`src/rtl/page_stack.sv`:
```
module page_stack #(
  parameter int          DW       = 8,
  parameter int          PW       = 8,
  parameter int          HW       = 8,
  parameter logic [7:0]  PAGE     = 8'h01,
  parameter logic [7:0]  RST_PTR  = 8'hFF
) (
  input  logic          clk,
  input  logic          rst_n,
  input  logic          load_i,
  input  logic [PW-1:0] load_ptr_i,
  input  logic          push_i,
  input  logic          pop_i,
  input  logic [DW-1:0] push_data_i,
  input  logic          clr_flags_i,
  output logic [HW+PW-1:0] mem_addr_o,
  output logic          mem_we_o,
  output logic [DW-1:0] mem_wdata_o,
  input  logic [DW-1:0] mem_rdata_i,
  output logic [DW-1:0] pop_data_o,
  output logic          pop_valid_o,
  output logic [PW-1:0] sp_o,
  output logic          ovf_o,
  output logic          unf_o,
  output logic          err_o
);
  localparam logic [HW-1:0] PG = HW'(PAGE);

  logic [PW-1:0] sp_q;
  logic [PW:0]   cap_q, depth_q;
  logic          ovf_q, unf_q, err_q, pv_q;

  wire clash    = push_i & pop_i & ~load_i;
  wire do_push  = push_i & ~pop_i & ~load_i;
  wire do_pop   = pop_i & ~push_i & ~load_i;
  wire full     = depth_q == cap_q;
  wire empty    = depth_q == '0;
  wire [PW-1:0] sp_up = sp_q + 1'b1;

  assign mem_addr_o  = {PG, do_pop ? sp_up : sp_q};
  assign mem_we_o    = do_push;
  assign mem_wdata_o = push_data_i;
  assign pop_data_o  = mem_rdata_i;
  assign pop_valid_o = pv_q;
  assign sp_o        = sp_q;
  assign ovf_o       = ovf_q;
  assign unf_o       = unf_q;
  assign err_o       = err_q;

  always_ff @(posedge clk or negedge rst_n) begin
    if (!rst_n) begin
      sp_q    <= PW'(RST_PTR);
      cap_q   <= {1'b0, PW'(RST_PTR)} + 1'b1;
      depth_q <= '0;
      ovf_q   <= 1'b0;
      unf_q   <= 1'b0;
      err_q   <= 1'b0;
      pv_q    <= 1'b0;
    end else begin
      err_q <= clash;
      pv_q  <= do_pop;
      if (load_i) begin
        sp_q    <= load_ptr_i;
        cap_q   <= {1'b0, load_ptr_i} + 1'b1;
        depth_q <= '0;
        ovf_q   <= 1'b0;
        unf_q   <= 1'b0;
      end else begin
        if (clr_flags_i) begin
          ovf_q <= 1'b0;
          unf_q <= 1'b0;
        end
        if (do_push) begin
          sp_q <= sp_q - 1'b1;
          if (full) ovf_q <= 1'b1;
          else      depth_q <= depth_q + 1'b1;
        end
        if (do_pop) begin
          sp_q <= sp_up;
          if (empty) unf_q <= 1'b1;
          else       depth_q <= depth_q - 1'b1;
        end
      end
    end
  end
endmodule

```
`config.mk`:
```
export PLATFORM = sky130hd
export DESIGN_NAME = page_stack
export DESIGN_NICKNAME = d
export VERILOG_FILES = /design/src/rtl/page_stack.sv
export SDC_FILE = /design/constraint.sdc
export NUM_CORES = 1
export LEC_CHECK = 0
export ABC_CLOCK_PERIOD_IN_PS = 1700
export BUFFER_PORTS_ARGS = -buffer_cell sky130_fd_sc_hd__buf_2
export CORE_ASPECT_RATIO = 1.1
export CORE_MARGIN = 2
export CORE_UTILIZATION = 38
export DETAILED_ROUTE_END_ITERATION = 6
export PLACE_DENSITY = 0.77
export SLEW_MARGIN = 20
export SYNTH_ARGS = -nofsm -noshare
export SYNTH_HDL_FRONTEND = slang
export SYNTH_SLANG_ARGS = --single-unit
```
`constraint.sdc`:
```
create_clock -name clk -period 1.7 [get_ports clk]
set_input_delay 0.17 -clock clk [delete_from_list [all_inputs] [get_ports clk]]
set_output_delay 0.17 -clock clk [all_outputs]
set_load 0.01 [all_outputs]
```
; Word level (Yosys, flattened, before mapping)
; Cells that the tools add are included.
[totals]
out_inout_bits = 45
inputBits = 30
register_bits = 30
word_cells = 41
[op_classes]
n_reduce_logical = 2
mux = 17
n_eq_ne = 1
addsub = 5
n_bitwise = 9
[op_table]
columns = op, n
row1 = two-way mux 9 bit, 5
row2 = two-way mux 8 bit, 4
row3 = adder 8 x 1 -> 9 bit (second input constant), 1
row4 = adder 9 x 1 -> 9 bit (second input constant), 1
row5 = equality test 9 bit, 1
row6 = logical NOT 9 bit, 1
row7 = subtractor 9 x 1 -> 9 bit (second input constant), 1
row8 = adder 8 x 1 -> 8 bit (second input constant), 1
row9 = two-way mux 1 bit, 8
row10 = subtractor 8 x 1 -> 8 bit (second input constant), 1
row11 = bitwise AND 1 bit, 6
row12 = inverter 1 bit, 3
row13 = nonzero test 3 bit, 1

; Longest topological paths before layout
; Gate-level depths: netlist of the first run.
[logic_depth]
ltp_word = 7
ltp_mapped = 9
depth_no_buf = 7

; Worst setup path after synthesis of the first run
; OpenSTA, ideal clock, no wires.
[synth_path]
kind = register to register
from = reg depth_q[0]
to = reg depth_q[0]
slack_ns = -0.049
path_buffers = 0
arrival_time_ns = 1.621
path_stages_with_launch = 7
t_required_ns = 1.572
synth_period_minus_slack_ns = 1.749
setup_time_ns = 0.128
cell_sequence = dfrtp_1 > inv_1 > ha_1 > nor4b_1 > a21oi_2 > a21oi_1 > mux2_1
[synth_via]
elab_chain_cells = 6
elab_cells_between_ends = 9
cone_classes = add/sub (2) / eq/ne (1) / mux (5) / reduce/logical (1)
[synth_lines]
columns = item, line_no
row1 = from (decl), 30  ; logic [PW:0] cap_q, depth_q;
row2 = from (signal assigned), 76  ; else depth_q <= depth_q + 1'b1;
row3 = from (signal assigned), 81  ; else depth_q <= depth_q - 1'b1;
row4 = adder 9 x 1 -> 9 bit or equality test 9 bit (tied branches), "76, 36"
row5 = two-way mux 9 bit, 75  ; if (full) ovf_q <= 1'b1;
row6 = two-way mux 9 bit, 73  ; if (do_push) begin
row7 = two-way mux 9 bit, 80  ; if (empty) unf_q <= 1'b1;
row8 = two-way mux 9 bit *, 78  ; if (do_pop) begin
row9 = two-way mux 9 bit *, 62  ; if (load_i) begin
; Mark *: on every way between the ends. The rest lies on a longest branch, timed or not.
; A chain may end at the register's enable or synchronous reset.

; Worst setup path after layout of the first run
[layout_path]
from = reg cap_q[8]
to = reg depth_q[0]
[layout_via]
elab_chain_cells = 6
[layout_lines]
columns = item, line_no
row1 = from (decl), 30
row2 = from (signal assigned), 53  ; cap_q <= {1'b0, PW'(RST_PTR)} + 1'b1;
row3 = from (signal assigned), 64  ; cap_q <= {1'b0, load_ptr_i} + 1'b1;
row4 = equality test 9 bit *, 36  ; wire full = depth_q == cap_q;
row5 = two-way mux 9 bit *, 75
row6 = two-way mux 9 bit *, 73
row7 = two-way mux 9 bit, 80
row8 = two-way mux 9 bit *, 78
row9 = two-way mux 9 bit *, 62
; Marked as above.

==> results of run 1 <==
## sequential cells by signal (all words and copies together) (netlist names)
register	flops
ovf_o	1
cap_q	9
depth_q	9
sp_o	8
unf_o	1
pop_valid_o	1
err_o	1
## routing by layer
| metal | up-vias | wire, um |
|---|---|---|
| met4 | 0 | 151 |
| met3 | 16 | 289 |
| met5 | - | 0 |
| li1 | 946 | - |
| met2 | 64 | 2820 |
| met1 | 958 | 2480 |
## logic make-up after synthesis
kind of cell | share of synthesized area, %
AOI/OAI and AO/OA | 11.2
xor gates and xnor gates | 11.1
adders and majority gates | 2.74
buffers and inverters | 13.1
DFF | 33.3
muxes | 5.53
other | 0.329
and+or+nand+nor | 22.6
## worst max-delay path by stage
stage / from / end / slack [ps]
after floorplan: depth_q[2]$_DFF_PN0_ / depth_q[0]$_DFF_PN0_ / -5
after global routing: cap_q[8]$_DFFE_PN1P_ / depth_q[0]$_DFF_PN0_ / -130
after global placement: cap_q[8]$_DFFE_PN1P_ / depth_q[0]$_DFF_PN0_ / -30
after detailed placement: depth_q[2]$_DFF_PN0_ / depth_q[8]$_DFF_PN0_ / -60
after CTS: sp_o[1]$_DFFE_PN1P_ / mem_addr_o[3] / -70
final: cap_q[8]$_DFFE_PN1P_ / depth_q[0]$_DFF_PN0_ / -80
## layout by cell type, fill, tap and decap left out, drive strengths merged, types with 2 or more instances in the layout
master	instances
buf	75
nor2	23
xnor2	21
dfrtp	21
nand2	18
a21oi	15
o21ai	12
nand2b	9
dfstp	9
nand3	9
xor2	8
conb	8
nand4	8
mux2i	7
inv	7
nor3	7
clkbuf	6
ha	5
mux2	5
nor2b	3
nor4b	3
a31oi	2
or4	2
clkinv	2
and3	2
or3	2
o32ai	2
## report_power, final
part / internal [mW] / switching [mW]
logic: 0.590 / 0.622
registers: 0.831 / 0.103
clock network: 0.325 / 0.283
## repair_timing
item / in CTS / in global routing
endpoints found under the hold margin: 21 / 0
gates resized for setup: 16 / 21
pin swaps: 4 / 20
setup buffers: 8 / 1
setup endpoints to repair: 8 / 17
hold buffers: 1 / 0
## worst reg2reg max path, cell delays in order, from the launching register on
cell and delay [ps]:
dfstp_2 550, xnor2_2 120, nand3_2 110, or3_4 430, a21oi_4 160, mux2_4 310
## cells in the mapped netlist, types with 2 or more instances
cell type	instances
buf_4	25
nor2_1	23
dfrtp_1	21
xnor2_1	21
nand2_1	16
a21oi_1	10
o21ai_1	10
dfstp_2	9
nand2b_1	9
nand3_1	9
xor2_1	8
inv_1	7
mux2i_1	7
nand4_1	7
a21oi_2	5
buf_2	5
ha_1	5
nor3_2	5
clkbuf_1	4
mux2_2	3
nor2b_1	3
nor4b_1	3
a31oi_1	2
and3_1	2
buf_6	2
conb_1	2
mux2_1	2
nand2_2	2
nor3_1	2
o21ai_0	2
o32ai_1	2
or3_1	2
or4_1	2
## area by class of cell
cell class                      count  area (um^2)  area share, %
Sequential cell                    30          763           26.0
Clock buffer                        6         82.6           2.82
Tap cell                           77         96.3           3.29
Clock inverter                      2         12.5          0.427
Multi-Input combinational cell    185         1420           48.5
Inverter                            8         37.5           1.28
Timing Repair Buffer               76          518           17.7
## stage by stage
step           area (um^2)  utilization, %  setup slack, ps
2_1_floorplan         2330               -            -5.44
3_3_place_gp          2570            44.3            -26.1
3_5_place_dp          2570            44.3            -60.9
4_1_cts               2810            48.4            -68.5
5_1_grt               2930            50.5             -131
6_report              2930            50.5            -81.8
==> reports/metrics.cfg, run 1 <==
[cells_and_area]
nFillCells = 525
final_cells = 384
drive_above_1_share_pct = 43.3
num_antenna_cells = 0
fin_nets = 341
area_delta_synth_final_pct = 28.2

[worst_hold_path]
min_to = err_o$_DFF_PN0_
worstHoldPathType = primary input to flip-flop
min-delay-start = pop_i
hold_path_depth = 3

[worst_setup_path]
timing.rr.end = depth_q[0]$_DFF_PN0_
end_kind = flip-flop
cp_slowest_cell = dfstp_2
regToRegSetupSlack_ps = -80
crit_family = flip-flops
max_stage_delay_ps = 550
critPathLaunchType = flip-flop
cp.depth = 5
r2r_cells = 5
cp.required_ps = 1870
cp_data_arrival_time_ps = 1950
r2r-start = cap_q[8]$_DFFE_PN1P_
crit_type = flip-flop to flip-flop
cp_max_fo = 3
crit_chain = xnor2_2, nand3_2, or3_4, a21oi_4, mux2_4
crit_buf_inv = 0

[timing]
fin_skew_ps = 11.8
rsz0062_at_grt = yes
fin_setup_tns_ps = -325
postLayoutSetupSlackWorst_ps = -81.8
tightest_slew_ps = 679
slew_violations = 0
slew_headroom_pct = 54.7
setup_viol = 6
clock.fmax_ghz = 0.561
hold_viol = 0
whs_ps = 123
post-route-period-util_pct = 105
fin_crit_ps = 1780

[clock_tree]
cts.reportedPaths.clkPinSlew_ps = 70
cts-buffers-inserted = 5
insertion_delay_ps = 290
clock_path_buffers = 2
cts_sinks = 30
htreeDepth = 2
cts_tree = done
cts_root_buffer = clkbuf_8

[floorplanning]
pin_count = 75
dieArea_um2 = 6650
start_util_pct = 39.4
die_w_um = 78.0
die_h_um = 85.3
num_rows = 29
fp.coreArea_um2 = 5810

[synthesis]
synth-seq-area-share_pct = 33.3
synthDistinctLibCells = 50
syn_avg_cell_area_um2 = 9.00
synth_area_leaders = dfrtp_1 (23%), dfstp_2 (10%), buf_4 (8.2%)
synth_cells = 254
synth_largest_area_cell = dfrtp_1
synth-edff-count = 0
synth_flop_cell = dfrtp_1
yosysTopAreaCellShare_pct = 23.0
synth-seq-cells = 30
synthArstFlopShare_pct = 100
yosysWarningCount = 0
syn_area_um2 = 2290

[drt]
wl_per_cell_um = 14.9
dr.pass1.iters = 4
routed_via_density = 5.17
drt_wl_total_um = 5740
antenna_left = 0
post-route-drc-count = 0
vias = 1984
drt_iter0_drc = 113

[status]
violations = negative setup slack
status = finished, violations left

[place]
routabilityCongestion = 0.847
portBuffers = 34
dpl.cell_count = 367
place_hpwl_um = 3880

[global_route]
grt_pass1_vias = 1925
grt_pass1_wl_um = 9080
grt_use_total_pct = 17.2
use_met2_pct = 28.2
globalRouteMet3Util_pct = 3.09
busiest_layer = met2
met1_usage_pct = 22.5
grt_max_degree = 44
grt_overflow = 0
antenna_found_initial = 0

[power]
power_mw = 2.75
worst_ir_drop_vdd_uv = 467
power.leakage_nw = 1.25
power.density_nw_per_um2 = 940

[run]
cap_violations = 0

Note: power is estimated with default switching activity, not from simulation.
==> run 2: changes to the inputs <==
Settings changed: BUFFER_PORTS_ARGS -buffer_cell sky130_fd_sc_hd__buf_2 to -buffer_cell sky130_fd_sc_hd__clkbuf_2.
==> reports/metrics.cfg, run 2 (synthesized netlist as in run 1, its figures left out) <==
[cells_and_area]
final_cells = 393
drive_above_1_share_pct = 45.6
layout_common_cells = buf_4 (42), clkbuf_2 (27), nor2_1 (22)
layout_commonest_cell = buf_4
num_antenna_cells = 0
nFillCells = 517
fin_nets = 350
finish.utilization_pct = 52.5
area_delta_synth_final_pct = 33.4

[floorplanning]
die_h_um = 85.3
dieArea_um2 = 6650
die_w_um = 78.0
pin_count = 75
fp.coreArea_um2 = 5810
num_rows = 29
start_util_pct = 39.4

[power]
power.leakage_nw = 1.31
power.density_nw_per_um2 = 985
worst_ir_drop_vdd_uv = 377

[worst_hold_path]
worstHoldPathType = primary input to flip-flop
min-delay-start = load_ptr_i[1]

[timing]
slew_violations = 0
rsz0062_at_grt = yes
fin_skew_ps = 5.61
slew_headroom_pct = 51.2
fin_crit_ps = 1810
post-route-period-util_pct = 106
setup_viol = 9
hold_viol = 0
tightest_slew_ps = 732
postLayoutSetupSlackWorst_ps = -106
clock.fmax_ghz = 0.554

[drt]
antenna_left = 0
dr.pass1.iters = 4
vias = 1997
drt_iter0_drc = 151
wl_per_cell_um = 15.2
routed_via_density = 5.08
drt_wl_total_um = 5990
post-route-drc-count = 0

[worst_setup_path]
end_kind = flip-flop
crit_end = depth_q[0]$_DFF_PN0_
cp_max_fo = 3
timing.rr.end = depth_q[0]$_DFF_PN0_
crit_type = flip-flop to flip-flop
critPathLaunchType = flip-flop
max_stage_delay_ps = 550
r2r_cells = 5
crit_chain = xnor2_2, nand3_2, or3_4, a21oi_2, mux2_4
crit_family = flip-flops
cp-startpoint = cap_q[8]$_DFFE_PN1P_
cp.depth = 5
cp_data_arrival_time_ps = 1980
cp.required_ps = 1870
cp_slowest_cell = dfstp_2
r2r-start = cap_q[8]$_DFFE_PN1P_
regToRegSetupSlack_ps = -110
crit_buf_inv = 0

[clock_tree]
cts_tree = done
insertion_delay_ps = 290
clock_path_buffers = 2
htreeDepth = 2
cts.reportedPaths.clkPinSlew_ps = 60
cts-buffers-inserted = 5
cts_root_buffer = clkbuf_8
cts_sinks = 30

[global_route]
grt_pass1_wl_um = 8830
grt_pass1_vias = 1956
antenna_found_initial = 0
grt_max_degree = 44
grt_use_total_pct = 16.8
grt_overflow = 0

[place]
dpl.cell_count = 368
routabilityCongestion = 0.891
place_hpwl_um = 3900
portBuffers = 34

[status]
status = finished, violations left
violations = negative setup slack

[run]
cap_violations = 0

run 2: metrics by stage:
step	setup WS (ps)	hold slack (ps)	instance area, um^2	total power [mW]	setup TNS [ps]
4_1_cts	-55.8	117	2840	2.77	-200
3_5_place_dp	-69.3	271	2580	1.97	-140
6_report	-106	126	3050	3.01	-340
5_1_grt	-152	122	3050	3.16	-1240
3_3_place_gp	-19.2	269	2580	1.94	-20.5
2_1_floorplan	-5.44	-126	2330	1.64	-5.44
run 2: worst min-delay path by stage:
stage | to | slack, ps | cells past startpoint
after floorplan | cap_q[0]$_DFFE_PN0P_ | -130 | 0
after global placement | depth_q[4]$_DFF_PN0_ | 270 | 1
after detailed placement | depth_q[4]$_DFF_PN0_ | 270 | 1
after CTS | err_o$_DFF_PN0_ | 120 | 3
after global routing | sp_o[1]$_DFFE_PN1P_ | 120 | 3
final | sp_o[1]$_DFFE_PN1P_ | 130 | 3
run 2: repair_timing:
action	4_1_cts	5_1_grt
pin swaps	6	18
gates resized for setup	13	35
endpoints found under the hold margin	21	0
setup endpoints to repair	9	19
setup buffers	9	7
hold buffers	1	0
gates cloned	0	0
run 2: where the power goes:
group          switching [mW]  internal (mW)  total (mW)
Combinational           0.680          0.669        1.35
Clock                   0.285          0.437       0.722
Sequential              0.103          0.831       0.934
run 2: layer usage:
layer	share of wire (%)	global-route usage [%]	vias to the layer above	routed length, um
met5	0	0	-	0
met4	1.6	9.09	0	98
met3	4.6	3.94	11	277
met2	50	28.1	61	3020
met1	43	19.9	960	2590
li1	-	-	965	-
run 2: worst min-delay path, stage by stage:
cell      delay [ps]
clkbuf_2         120
nand2_1           60
o21ai_1           60
run 2: area by class of cell:
type	instances	area [um^2]	share of cell area [%]
timing repair buffer	85	594	19.5
sequential	30	762	25.0
multi-input combinational	185	1450	47.5
clock inverter	2	37.5	1.23
inverter	8	37.5	1.23
tap	77	96.3	3.16
clock buffer	6	72.6	2.38
